<file path="src/rtl/pll_reprog_pkg.sv">
package pll_reprog_pkg;
  localparam int ODIV_LSB  = 2;
  localparam int IDIV_LSB  = 4;
  localparam int FBDIV_LSB = 9;
  localparam int BAND_LSB  = 20;

  typedef enum logic [1:0] {
    RES_OK      = 2'b00,
    RES_TIMEOUT = 2'b01,
    RES_ERROR   = 2'b10
  } result_e;

  typedef enum logic [2:0] {
    S_IDLE,
    S_CIF_UP,
    S_CTRL_WR,
    S_WAIT,
    S_STAT_RD,
    S_CIF_DN,
    S_DONE
  } seq_state_e;
endpackage

</file>
<file path="src/rtl/pll_word_pack.sv">
module pll_word_pack
  import pll_reprog_pkg::*;
#(
  parameter int DATA_W  = 32,
  parameter int IDIV_W  = 5,
  parameter int FBDIV_W = 7,
  parameter int ODIV_W  = 2,
  parameter int BAND_W  = 4
) (
  input  logic [IDIV_W-1:0]  idiv_i,
  input  logic [FBDIV_W-1:0] fbdiv_i,
  input  logic [ODIV_W-1:0]  odiv_i,
  input  logic [BAND_W-1:0]  band_i,
  output logic [DATA_W-1:0]  word_o
);
  // power-down (bit 0) and bypass (bit 1) stay cleared
  always_comb begin
    word_o = '0;
    word_o[ODIV_LSB  +: ODIV_W]  = odiv_i;
    word_o[IDIV_LSB  +: IDIV_W]  = idiv_i;
    word_o[FBDIV_LSB +: FBDIV_W] = fbdiv_i;
    word_o[BAND_LSB  +: BAND_W]  = band_i;
  end
endmodule

</file>
<file path="src/rtl/pll_lock_timer.sv">
module pll_lock_timer #(
  parameter int CYCLES = 10000
) (
  input  logic clk_i,
  input  logic rst_ni,
  input  logic load_i,
  output logic zero_o
);
  localparam int CNT_W = $clog2(CYCLES + 1);
  logic [CNT_W-1:0] cnt_q;

  always_ff @(posedge clk_i or negedge rst_ni) begin
    if (!rst_ni)            cnt_q <= '0;
    else if (load_i)        cnt_q <= CNT_W'(CYCLES);
    else if (cnt_q != '0)   cnt_q <= cnt_q - 1'b1;
  end

  assign zero_o = (cnt_q == '0);
endmodule

</file>
<file path="src/rtl/pll_reprog_ctrl.sv">
module pll_reprog_ctrl
  import pll_reprog_pkg::*;
#(
  parameter int         LOCK_CYCLES = 10000,
  parameter int         ADDR_W      = 8,
  parameter int         DATA_W      = 32,
  parameter int         IDIV_W      = 5,
  parameter int         FBDIV_W     = 7,
  parameter int         ODIV_W      = 2,
  parameter int         BAND_W      = 4,
  parameter logic [7:0] CTRL_ADDR   = 8'h00,
  parameter logic [7:0] STAT_ADDR   = 8'h04,
  parameter logic [7:0] CIF_ADDR    = 8'h80
) (
  input  logic               clk_i,
  input  logic               rst_ni,
  input  logic               req_i,
  input  logic [IDIV_W-1:0]  idiv_i,
  input  logic [FBDIV_W-1:0] fbdiv_i,
  input  logic [ODIV_W-1:0]  odiv_i,
  input  logic [BAND_W-1:0]  band_i,
  input  logic               above_thr_i,
  output logic               busy_o,
  output logic               done_o,
  output logic [1:0]         result_o,
  output logic               bus_req_o,
  output logic               bus_we_o,
  output logic [ADDR_W-1:0]  bus_addr_o,
  output logic [DATA_W-1:0]  bus_wdata_o,
  input  logic [DATA_W-1:0]  bus_rdata_i,
  input  logic               bus_ack_i
);
  localparam int WCNT_W = $clog2(LOCK_CYCLES + 2);
  localparam logic [DATA_W-1:0] CIF_DIV1 = '0;
  localparam logic [DATA_W-1:0] CIF_DIV2 = DATA_W'(1);

  seq_state_e         state_q, state_d;
  logic [IDIV_W-1:0]  idiv_q;
  logic [FBDIV_W-1:0] fbdiv_q;
  logic [ODIV_W-1:0]  odiv_q;
  logic [BAND_W-1:0]  band_q;
  logic               above_q;
  result_e            result_q, result_d;
  logic [DATA_W-1:0]  ctrl_word;
  logic               timer_load, timer_zero;
  logic               accept, xfer;
  logic               stat_lock, stat_err;
  logic               unused_rdata;

  assign accept       = (state_q == S_IDLE) && req_i;
  assign xfer         = bus_req_o && bus_ack_i;
  assign stat_lock    = bus_rdata_i[0];
  assign stat_err     = bus_rdata_i[1];
  assign unused_rdata = ^bus_rdata_i[DATA_W-1:2];
  assign timer_load   = (state_q == S_CTRL_WR) && bus_ack_i;

  pll_word_pack #(
    .DATA_W(DATA_W), .IDIV_W(IDIV_W), .FBDIV_W(FBDIV_W),
    .ODIV_W(ODIV_W), .BAND_W(BAND_W)
  ) u_pack (
    .idiv_i (idiv_q),
    .fbdiv_i(fbdiv_q),
    .odiv_i (odiv_q),
    .band_i (band_q),
    .word_o (ctrl_word)
  );

  pll_lock_timer #(.CYCLES(LOCK_CYCLES)) u_timer (
    .clk_i (clk_i),
    .rst_ni(rst_ni),
    .load_i(timer_load),
    .zero_o(timer_zero)
  );

  always_ff @(posedge clk_i or negedge rst_ni) begin
    if (!rst_ni) begin
      idiv_q  <= '0;
      fbdiv_q <= '0;
      odiv_q  <= '0;
      band_q  <= '0;
      above_q <= 1'b0;
    end else if (accept) begin
      idiv_q  <= idiv_i;
      fbdiv_q <= fbdiv_i;
      odiv_q  <= odiv_i;
      band_q  <= band_i;
      above_q <= above_thr_i;
    end
  end

  always_comb begin
    state_d  = state_q;
    result_d = result_q;
    unique case (state_q)
      S_IDLE:    if (req_i) state_d = above_thr_i ? S_CIF_UP : S_CTRL_WR;
      S_CIF_UP:  if (bus_ack_i) state_d = S_CTRL_WR;
      S_CTRL_WR: if (bus_ack_i) state_d = S_WAIT;
      S_WAIT:    if (timer_zero) state_d = S_STAT_RD;
      S_STAT_RD: if (bus_ack_i) begin
        if (!stat_lock) begin
          result_d = RES_TIMEOUT;
          state_d  = S_DONE;
        end else if (stat_err) begin
          result_d = RES_ERROR;
          state_d  = S_DONE;
        end else begin
          result_d = RES_OK;
          state_d  = above_q ? S_DONE : S_CIF_DN;
        end
      end
      S_CIF_DN:  if (bus_ack_i) state_d = S_DONE;
      S_DONE:    state_d = S_IDLE;
      default:   state_d = S_IDLE;
    endcase
  end

  always_ff @(posedge clk_i or negedge rst_ni) begin
    if (!rst_ni) begin
      state_q  <= S_IDLE;
      result_q <= RES_OK;
    end else begin
      state_q  <= state_d;
      result_q <= result_d;
    end
  end

  always_comb begin
    bus_req_o   = 1'b0;
    bus_we_o    = 1'b1;
    bus_addr_o  = '0;
    bus_wdata_o = '0;
    unique case (state_q)
      S_CIF_UP: begin
        bus_req_o   = 1'b1;
        bus_addr_o  = ADDR_W'(CIF_ADDR);
        bus_wdata_o = CIF_DIV2;
      end
      S_CTRL_WR: begin
        bus_req_o   = 1'b1;
        bus_addr_o  = ADDR_W'(CTRL_ADDR);
        bus_wdata_o = ctrl_word;
      end
      S_STAT_RD: begin
        bus_req_o  = 1'b1;
        bus_we_o   = 1'b0;
        bus_addr_o = ADDR_W'(STAT_ADDR);
      end
      S_CIF_DN: begin
        bus_req_o   = 1'b1;
        bus_addr_o  = ADDR_W'(CIF_ADDR);
        bus_wdata_o = CIF_DIV1;
      end
      default: ;
    endcase
  end

  assign busy_o   = (state_q != S_IDLE);
  assign done_o   = (state_q == S_DONE);
  assign result_o = result_q;

  // ---------------- assertions ----------------
  logic [WCNT_W-1:0] wait_cnt_q;
  logic              cif_up_seen_q;

  always_ff @(posedge clk_i or negedge rst_ni) begin
    if (!rst_ni) begin
      wait_cnt_q    <= '0;
      cif_up_seen_q <= 1'b0;
    end else begin
      if (timer_load)                                wait_cnt_q <= '0;
      else if (wait_cnt_q != {WCNT_W{1'b1}})         wait_cnt_q <= wait_cnt_q + 1'b1;
      if (state_q == S_IDLE)                         cif_up_seen_q <= 1'b0;
      else if (xfer && bus_we_o && bus_addr_o == ADDR_W'(CIF_ADDR) && bus_wdata_o == CIF_DIV2)
                                                     cif_up_seen_q <= 1'b1;
    end
  end


  reset_idle_chk: assert property (@(posedge clk_i) $rose(rst_ni) |-> !busy_o && !bus_req_o);


  ctrl_word_clr_chk: assert property (@(posedge clk_i) disable iff (!rst_ni)
    bus_req_o && bus_we_o && bus_addr_o == ADDR_W'(CTRL_ADDR) |-> bus_wdata_o[1:0] == 2'b00);


  cif_raise_first_chk: assert property (@(posedge clk_i) disable iff (!rst_ni)
    bus_req_o && bus_we_o && bus_addr_o == ADDR_W'(CTRL_ADDR) && above_q |-> cif_up_seen_q);


  cif_lower_late_chk: assert property (@(posedge clk_i) disable iff (!rst_ni)
    bus_req_o && bus_we_o && bus_addr_o == ADDR_W'(CIF_ADDR) && bus_wdata_o == CIF_DIV1
    |-> !above_q && result_q == RES_OK);


  lock_window_chk: assert property (@(posedge clk_i) disable iff (!rst_ni)
    bus_req_o && !bus_we_o |-> 32'(wait_cnt_q) >= LOCK_CYCLES);


  result_code_chk: assert property (@(posedge clk_i) disable iff (!rst_ni)
    done_o |-> result_o != 2'b11);


  done_pulse_chk: assert property (@(posedge clk_i) disable iff (!rst_ni)
    done_o |=> !done_o && !busy_o);


  busy_start_chk: assert property (@(posedge clk_i) disable iff (!rst_ni)
    $rose(busy_o) |-> $past(req_i));


  bus_hold_chk: assert property (@(posedge clk_i) disable iff (!rst_ni)
    bus_req_o && !bus_ack_i |=> bus_req_o && $stable(bus_addr_o) && $stable(bus_wdata_o)
    && $stable(bus_we_o));
endmodule

</file>
<file path="config.mk">
export PLATFORM = sky130hd
export DESIGN_NAME = pll_reprog_ctrl
export DESIGN_NICKNAME = d
export VERILOG_FILES = /design/src/rtl/pll_reprog_pkg.sv /design/src/rtl/pll_word_pack.sv /design/src/rtl/pll_lock_timer.sv /design/src/rtl/pll_reprog_ctrl.sv
export SDC_FILE = /design/constraint.sdc
export NUM_CORES = 1
export LEC_CHECK = 0
export BUFFER_PORTS_ARGS = -buffer_cell sky130_fd_sc_hd__buf_2
export CORE_MARGIN = 3
export CORE_UTILIZATION = 45
export CTS_BUF_LIST = sky130_fd_sc_hd__clkbuf_8
export DETAILED_ROUTE_END_ITERATION = 10
export PLACE_DENSITY_LB_ADDON = 0.2
export REMOVE_ABC_BUFFERS = 1
export SYNTH_ARGS = -nofsm -noshare
export SYNTH_HDL_FRONTEND = slang
export SYNTH_SLANG_ARGS = --single-unit
</file>
<file path="constraint.sdc">
create_clock -name clk_i -period 4.2 [get_ports clk_i]
set_clock_uncertainty 0.1 [all_clocks]
set_input_delay 0.63 -clock clk_i [delete_from_list [all_inputs] [get_ports clk_i]]
set_output_delay 0.63 -clock clk_i [all_outputs]
set_load 0.01 [all_outputs]
</file>
[Word level (Yosys, flattened, before mapping)]
Index checks and enable logic that the tools add are counted.
Operators by class
  reduce and logical (&&, ||, !) cells: 11
  add/sub/neg operators: 1
  multiplexer cells: 19
  equality and inequality tests: 12
Operators by type and width (number)
  24-bit case mux with 2 select lines: 1
  14-bit 2-to-1 mux: 2
  3-bit 2-to-1 mux: 6
  3-bit case mux with 6 select lines: 1
  8-bit case mux with 2 select lines: 1
  14-bit logical NOT: 1
  14-bit nonzero test: 1
  14-bit by 1-bit subtractor with 14-bit output (second input constant): 1
  2-bit 2-to-1 mux: 6
  2-bit != test (second input constant): 6
  3-bit == test (second input constant): 3
  3-bit by 2-bit == test with 1-bit output (second input constant): 2
  6-bit AND reduction: 1
  4-bit OR reduction: 1
  3-bit by 1-bit == test with 1-bit output (second input constant): 1
  3-bit logical NOT: 1
  3-bit nonzero test: 1
  1-bit logical AND: 2
  1-bit 2-to-1 mux: 2
  2-bit AND reduction: 1
  2-bit nonzero test: 1
  2-bit OR reduction: 1
Word-level totals
  output and inout bits: 46
  input port bits: 55
  register bits after elaboration: 38

[Logic depth before layout (Yosys ltp)]
  depth after elaboration: 5
  depth in mapped cells: 7
  gate-level depth less buffers: 6

[Modules after synthesis]
A second synthesis with hierarchy kept.
Second synthesis, totals
  cells, all modules: 242
  area, all modules: 2421.1 sq um
Modules (own cells, without submodules)
  pll_reprog_ctrl: cells each 126, times used 1, area each 1382.6 sq um, seq. area each 600.6 sq um
  pll_lock_timer: cells each 83, times used 1, area each 794.5 sq um, seq. area each 350.3 sq um
  pll_word_pack: cells each 33, times used 1, area each 244.0 sq um, seq. area each 0.0 sq um

[Worst setup path after synthesis]
No wires, ideal clock.
  path type: register to output
  from: register state_q[0]
  to: output port bus_wdata_o[11]
  path buffers: 3
  arrival: 1.319 ns
  stages on the path, launching flop included: 6
  setup slack: 2.151 ns
  cell sequence: dfrtp_1 buf_2 nor3b_1 clkbuf_1 clkbuf_1 and2_1
On the way
  word-level cells in the longest chain between the ends: 2
  elaborated cells on any way between the ends: 3
  classes of those cells: 2 x eq/ne; 1 x mux
RTL lines
  start, declared: line pll_reprog_ctrl.sv:37  | seq_state_e state_q, state_d;
  start signal, assigned: line pll_reprog_ctrl.sv:122  | state_q <= state_d;
  3-bit by 2-bit == test with 1-bit output / 3-bit by 1-bit == test with 1-bit output (equally long branches): line pll_reprog_ctrl.sv:132  | unique case (state_q)
  24-bit case mux with 2 select lines *: line pll_reprog_ctrl.sv:132
  end, declared: line pll_reprog_ctrl.sv:29  | output logic [DATA_W-1:0] bus_wdata_o,
Mark *: on every way between the ends. The rest lies on a longest branch, timed or not.

[Final worst setup path]
  from: register u_timer.cnt_q[0]
  to: register u_timer.cnt_q[3]
On the way
  word-level cells in the longest chain between the ends: 3
  elaborated cells on any way between the ends: 5
  classes of those cells: 1 x add/sub; 2 x mux; 2 x reduce/logical
RTL lines
  start, declared: line pll_lock_timer.sv:10  | logic [CNT_W-1:0] cnt_q;
  start signal, assigned: line pll_lock_timer.sv:14  | else if (load_i) cnt_q <= CNT_W'(CYCLES);
  start signal, assigned: line pll_lock_timer.sv:15  | else if (cnt_q != '0) cnt_q <= cnt_q - 1'b1;
  14-bit by 1-bit subtractor with 14-bit output: line pll_lock_timer.sv:15
  14-bit 2-to-1 mux: line pll_lock_timer.sv:15
  14-bit 2-to-1 mux: line pll_lock_timer.sv:14
Several ways; a longest one is shown, not always the timed one. The select of a mux whose other input is x is not followed.
A chain may end at the register's enable or synchronous reset.

==> results.ini <==
[sta]
fin_crit_ns = 2.45
period_share_pct = 58.3
max_freq_mhz = 408
slew_headroom_pct = 44.2
max_slew.worst_pin.slew_ns = 0.838
drv_slew = 0
rsz0062_at_grt = no
setup_slack_ns = 1.75
setup_viol = 0
finalHoldViolations = 0
fin_setup_tns_ns = 0

[clocking]
cts_hold_buf = 0
cts_sinks = 38
h-tree-depth = 2
post_cts_buffers = 0
cts_inserted_buffers = 5
clk_root_buffer_cell = clkbuf_8
cts_buffer_depth = 2
tritoncts = built
path_clk_slew_ns = 0.08
clk_latency_ns = 0.29
cts_resized = 0

[synthesis]
synth_fa_ha_area_share_pct = 0.584
async_flop_share_pct = 100
synth_top_family_by_area = simple AND/OR/NAND/NOR gates
synthXorXnorAreaFrac_pct = 1.23
synth_edf_count = 0
synthesis.instances = 202
synth-main-ff-cell = dfrtp_1
yosysUniqueCellTypes = 45
yosysSeqAreaShare_pct = 44.4
yosysWarnings = 0
synth_area_sq_um = 2140
synth_mux_area_share_pct = 12.3
avgSynthCellArea_sq_um = 10.6
synth_compound_area_share_pct = 8.07
yosys.area_share.simple_pct = 23.6
ys_ff_latch = 38

[setup_path]
endpoint_kind = flip-flop
rr_worst_depth = 6
crit_type = reg2reg
start_kind = flip-flop
reg2reg_slack_ns = 1.75
crit_arrival_ns = 2.56
crit_required_ns = 4.31
reg2reg_to = u_timer.cnt_q[3]
cp_max_fo = 12
rr_startpoint = u_timer.cnt_q[0]

[placement]
gp_congestion = 0.797
pre_cts_slack_ns = 1.75
io_buffers = 51
hpwl_mm = 2.89

[final_layout]
antenna_cells = 0
area_delta_synth_final_pct = 15.2
final_common_cell = buf_2
nFillCells = 401
layout-drive-gt1-share_pct = 36.6
nets = 309
most-common-layout-cells = 51 x buf_2, 38 x dfrtp_1, 20 x and2_1

[route]
routedWlPerCell_um = 13.2
wl_mm = 4.03
vias = 1543
drt_iter0_markers = 107
drt_pass1_iterations = 4
drc = 0
post_drt_via_cell_ratio = 5.04
ant_nets = 0

[floorplan]
die_h_um = 75.0
ios = 101
core_sq_um = 4470
start_util_pct = 47.8
die_w_um = 75.0
floorplan.rows = 24
dieArea_sq_um = 5620

[global_route]
overflow = 0
grtUsageTotal_pct = 15.4
grt_max_degree = 39
grt_pass1_vias = 1483
grt_pass1_wl_mm = 6.71
antenna_found_initial = 0

[power_and_ir_drop]
ir_drop_mv = 0.199
power.static_leakage_nw = 1.21
power_frac_seq_pct = 49.2
powerDensity_nw_per_um2 = 405
swShare_pct = 30.4
p_sw_mw = 0.304
p_int_mw = 0.694
clockPowerShare_pct = 30.5
p_comb_share_pct = 20.3

[worst_hold_path]
hold_path_class = in2async

[outcome]
status = finished, final reports clean

[flow_run]
max_cap_viol_count = 0

[sequential cells by signal (all words and copies together), names as in the netlist]
name           count
idiv_q             5
band_q             4
above_q            1
u_timer.cnt_q     14
state_q            3
odiv_q             2
result_o           2
fbdiv_q            7
[synthesized netlist by cell type, drive strengths merged, types with 2 or more instances]
cell type	number	area, sq um
mux2i	5	50.1
or3	4	30.0
o21ai	7	35.0
nand3b	2	15.0
nand3	3	15.0
and2	20	125
buf	22	164
and3	2	12.5
nor3	4	25.0
mux2	19	214
inv	7	26.3
nand2	12	45.0
nor3b	3	22.5
clkbuf	4	15.0
a31oi	2	12.5
nor2b	3	18.8
nor4b	2	38.8
xnor2	3	26.3
nor2	11	57.6
a21oi	10	50.1
nor4	2	33.8
dfrtp	38	951
or4	2	22.5
a211oi	2	25.0
[layer usage]
layer	GRT usage [%]	vias up	wire, um
met4	3.56	0	37
met5	0	-	0
met3	5.61	6	292
met1	21.6	730	1870
met2	22.7	43	1840
li1	-	764	-
[how the worst max path moves through the flow]
stage,start,endpoint,slack (ns)
after floorplan,state_q[1],bus_wdata_o[10],1.85
after global placement,u_timer.cnt_q[0],u_timer.cnt_q[10],1.77
after detailed placement,u_timer.cnt_q[0],u_timer.cnt_q[10],1.75
after CTS,u_timer.cnt_q[0],u_timer.cnt_q[3],1.73
after global routing,u_timer.cnt_q[0],u_timer.cnt_q[10],1.49
final,u_timer.cnt_q[0],u_timer.cnt_q[3],1.75
[final cells by class]
type / instances / area [sq um] / area share (%)
Clock buffer: 5 / 68.8 / 2.79
Timing Repair Buffer: 52 / 263 / 10.7
Clock inverter: 3 / 40.0 / 1.62
Multi-Input combinational cell: 149 / 1050 / 42.7
Sequential cell: 38 / 951 / 38.6
Inverter: 7 / 26.3 / 1.07
Tap cell: 52 / 65.1 / 2.64
[worst max-delay path, stage by stage, from the launching register on]
cell and delay [ns]:
dfrtp_1 0.43, inv_1 0.07, ha_1 0.26, nor4b_2 0.47
nand4_1 0.56, a21bo_2 0.37, a21oi_1 0.11
[stage by stage]
| step | power (mW) | hold slack (ns) | instances | instance area (sq um) | util (%) |
|---|---|---|---|---|---|
| CTS | 1.01 | 0.378 | 306 | 2470 | 55.1 |
| global route | 1.07 | 0.401 | 306 | 2470 | 55.1 |
| global placement | 0.696 | 0.375 | 298 | 2360 | 52.7 |
| detailed placement | 0.700 | 0.378 | 298 | 2360 | 52.7 |
| floorplan | 0.642 | 0.234 | 194 | 2030 | - |
| finish | 0.998 | 0.338 | 306 | 2470 | 55.1 |
[cells by family after synthesis]
family                     after synthesis
muxes                                   24
xor gates and xnor gates                 3
AOI/OAI and AO/OA                       27
and+or+nand+nor                         75
adders and majority gates                1
other                                    1
buffers and inverters                   33
DFF                                     38
[power groups by stage]
stage          sequential [mW]  combinational (mW)  clock [mW]
5_1_grt                  0.504               0.231       0.331
6_report                 0.491               0.203       0.304
3_3_place_gp             0.495               0.201           0
4_1_cts                  0.490               0.205       0.313
3_5_place_dp             0.497               0.203           0
2_1_floorplan            0.481               0.161           0
Power figures use the tool's default switching activity.
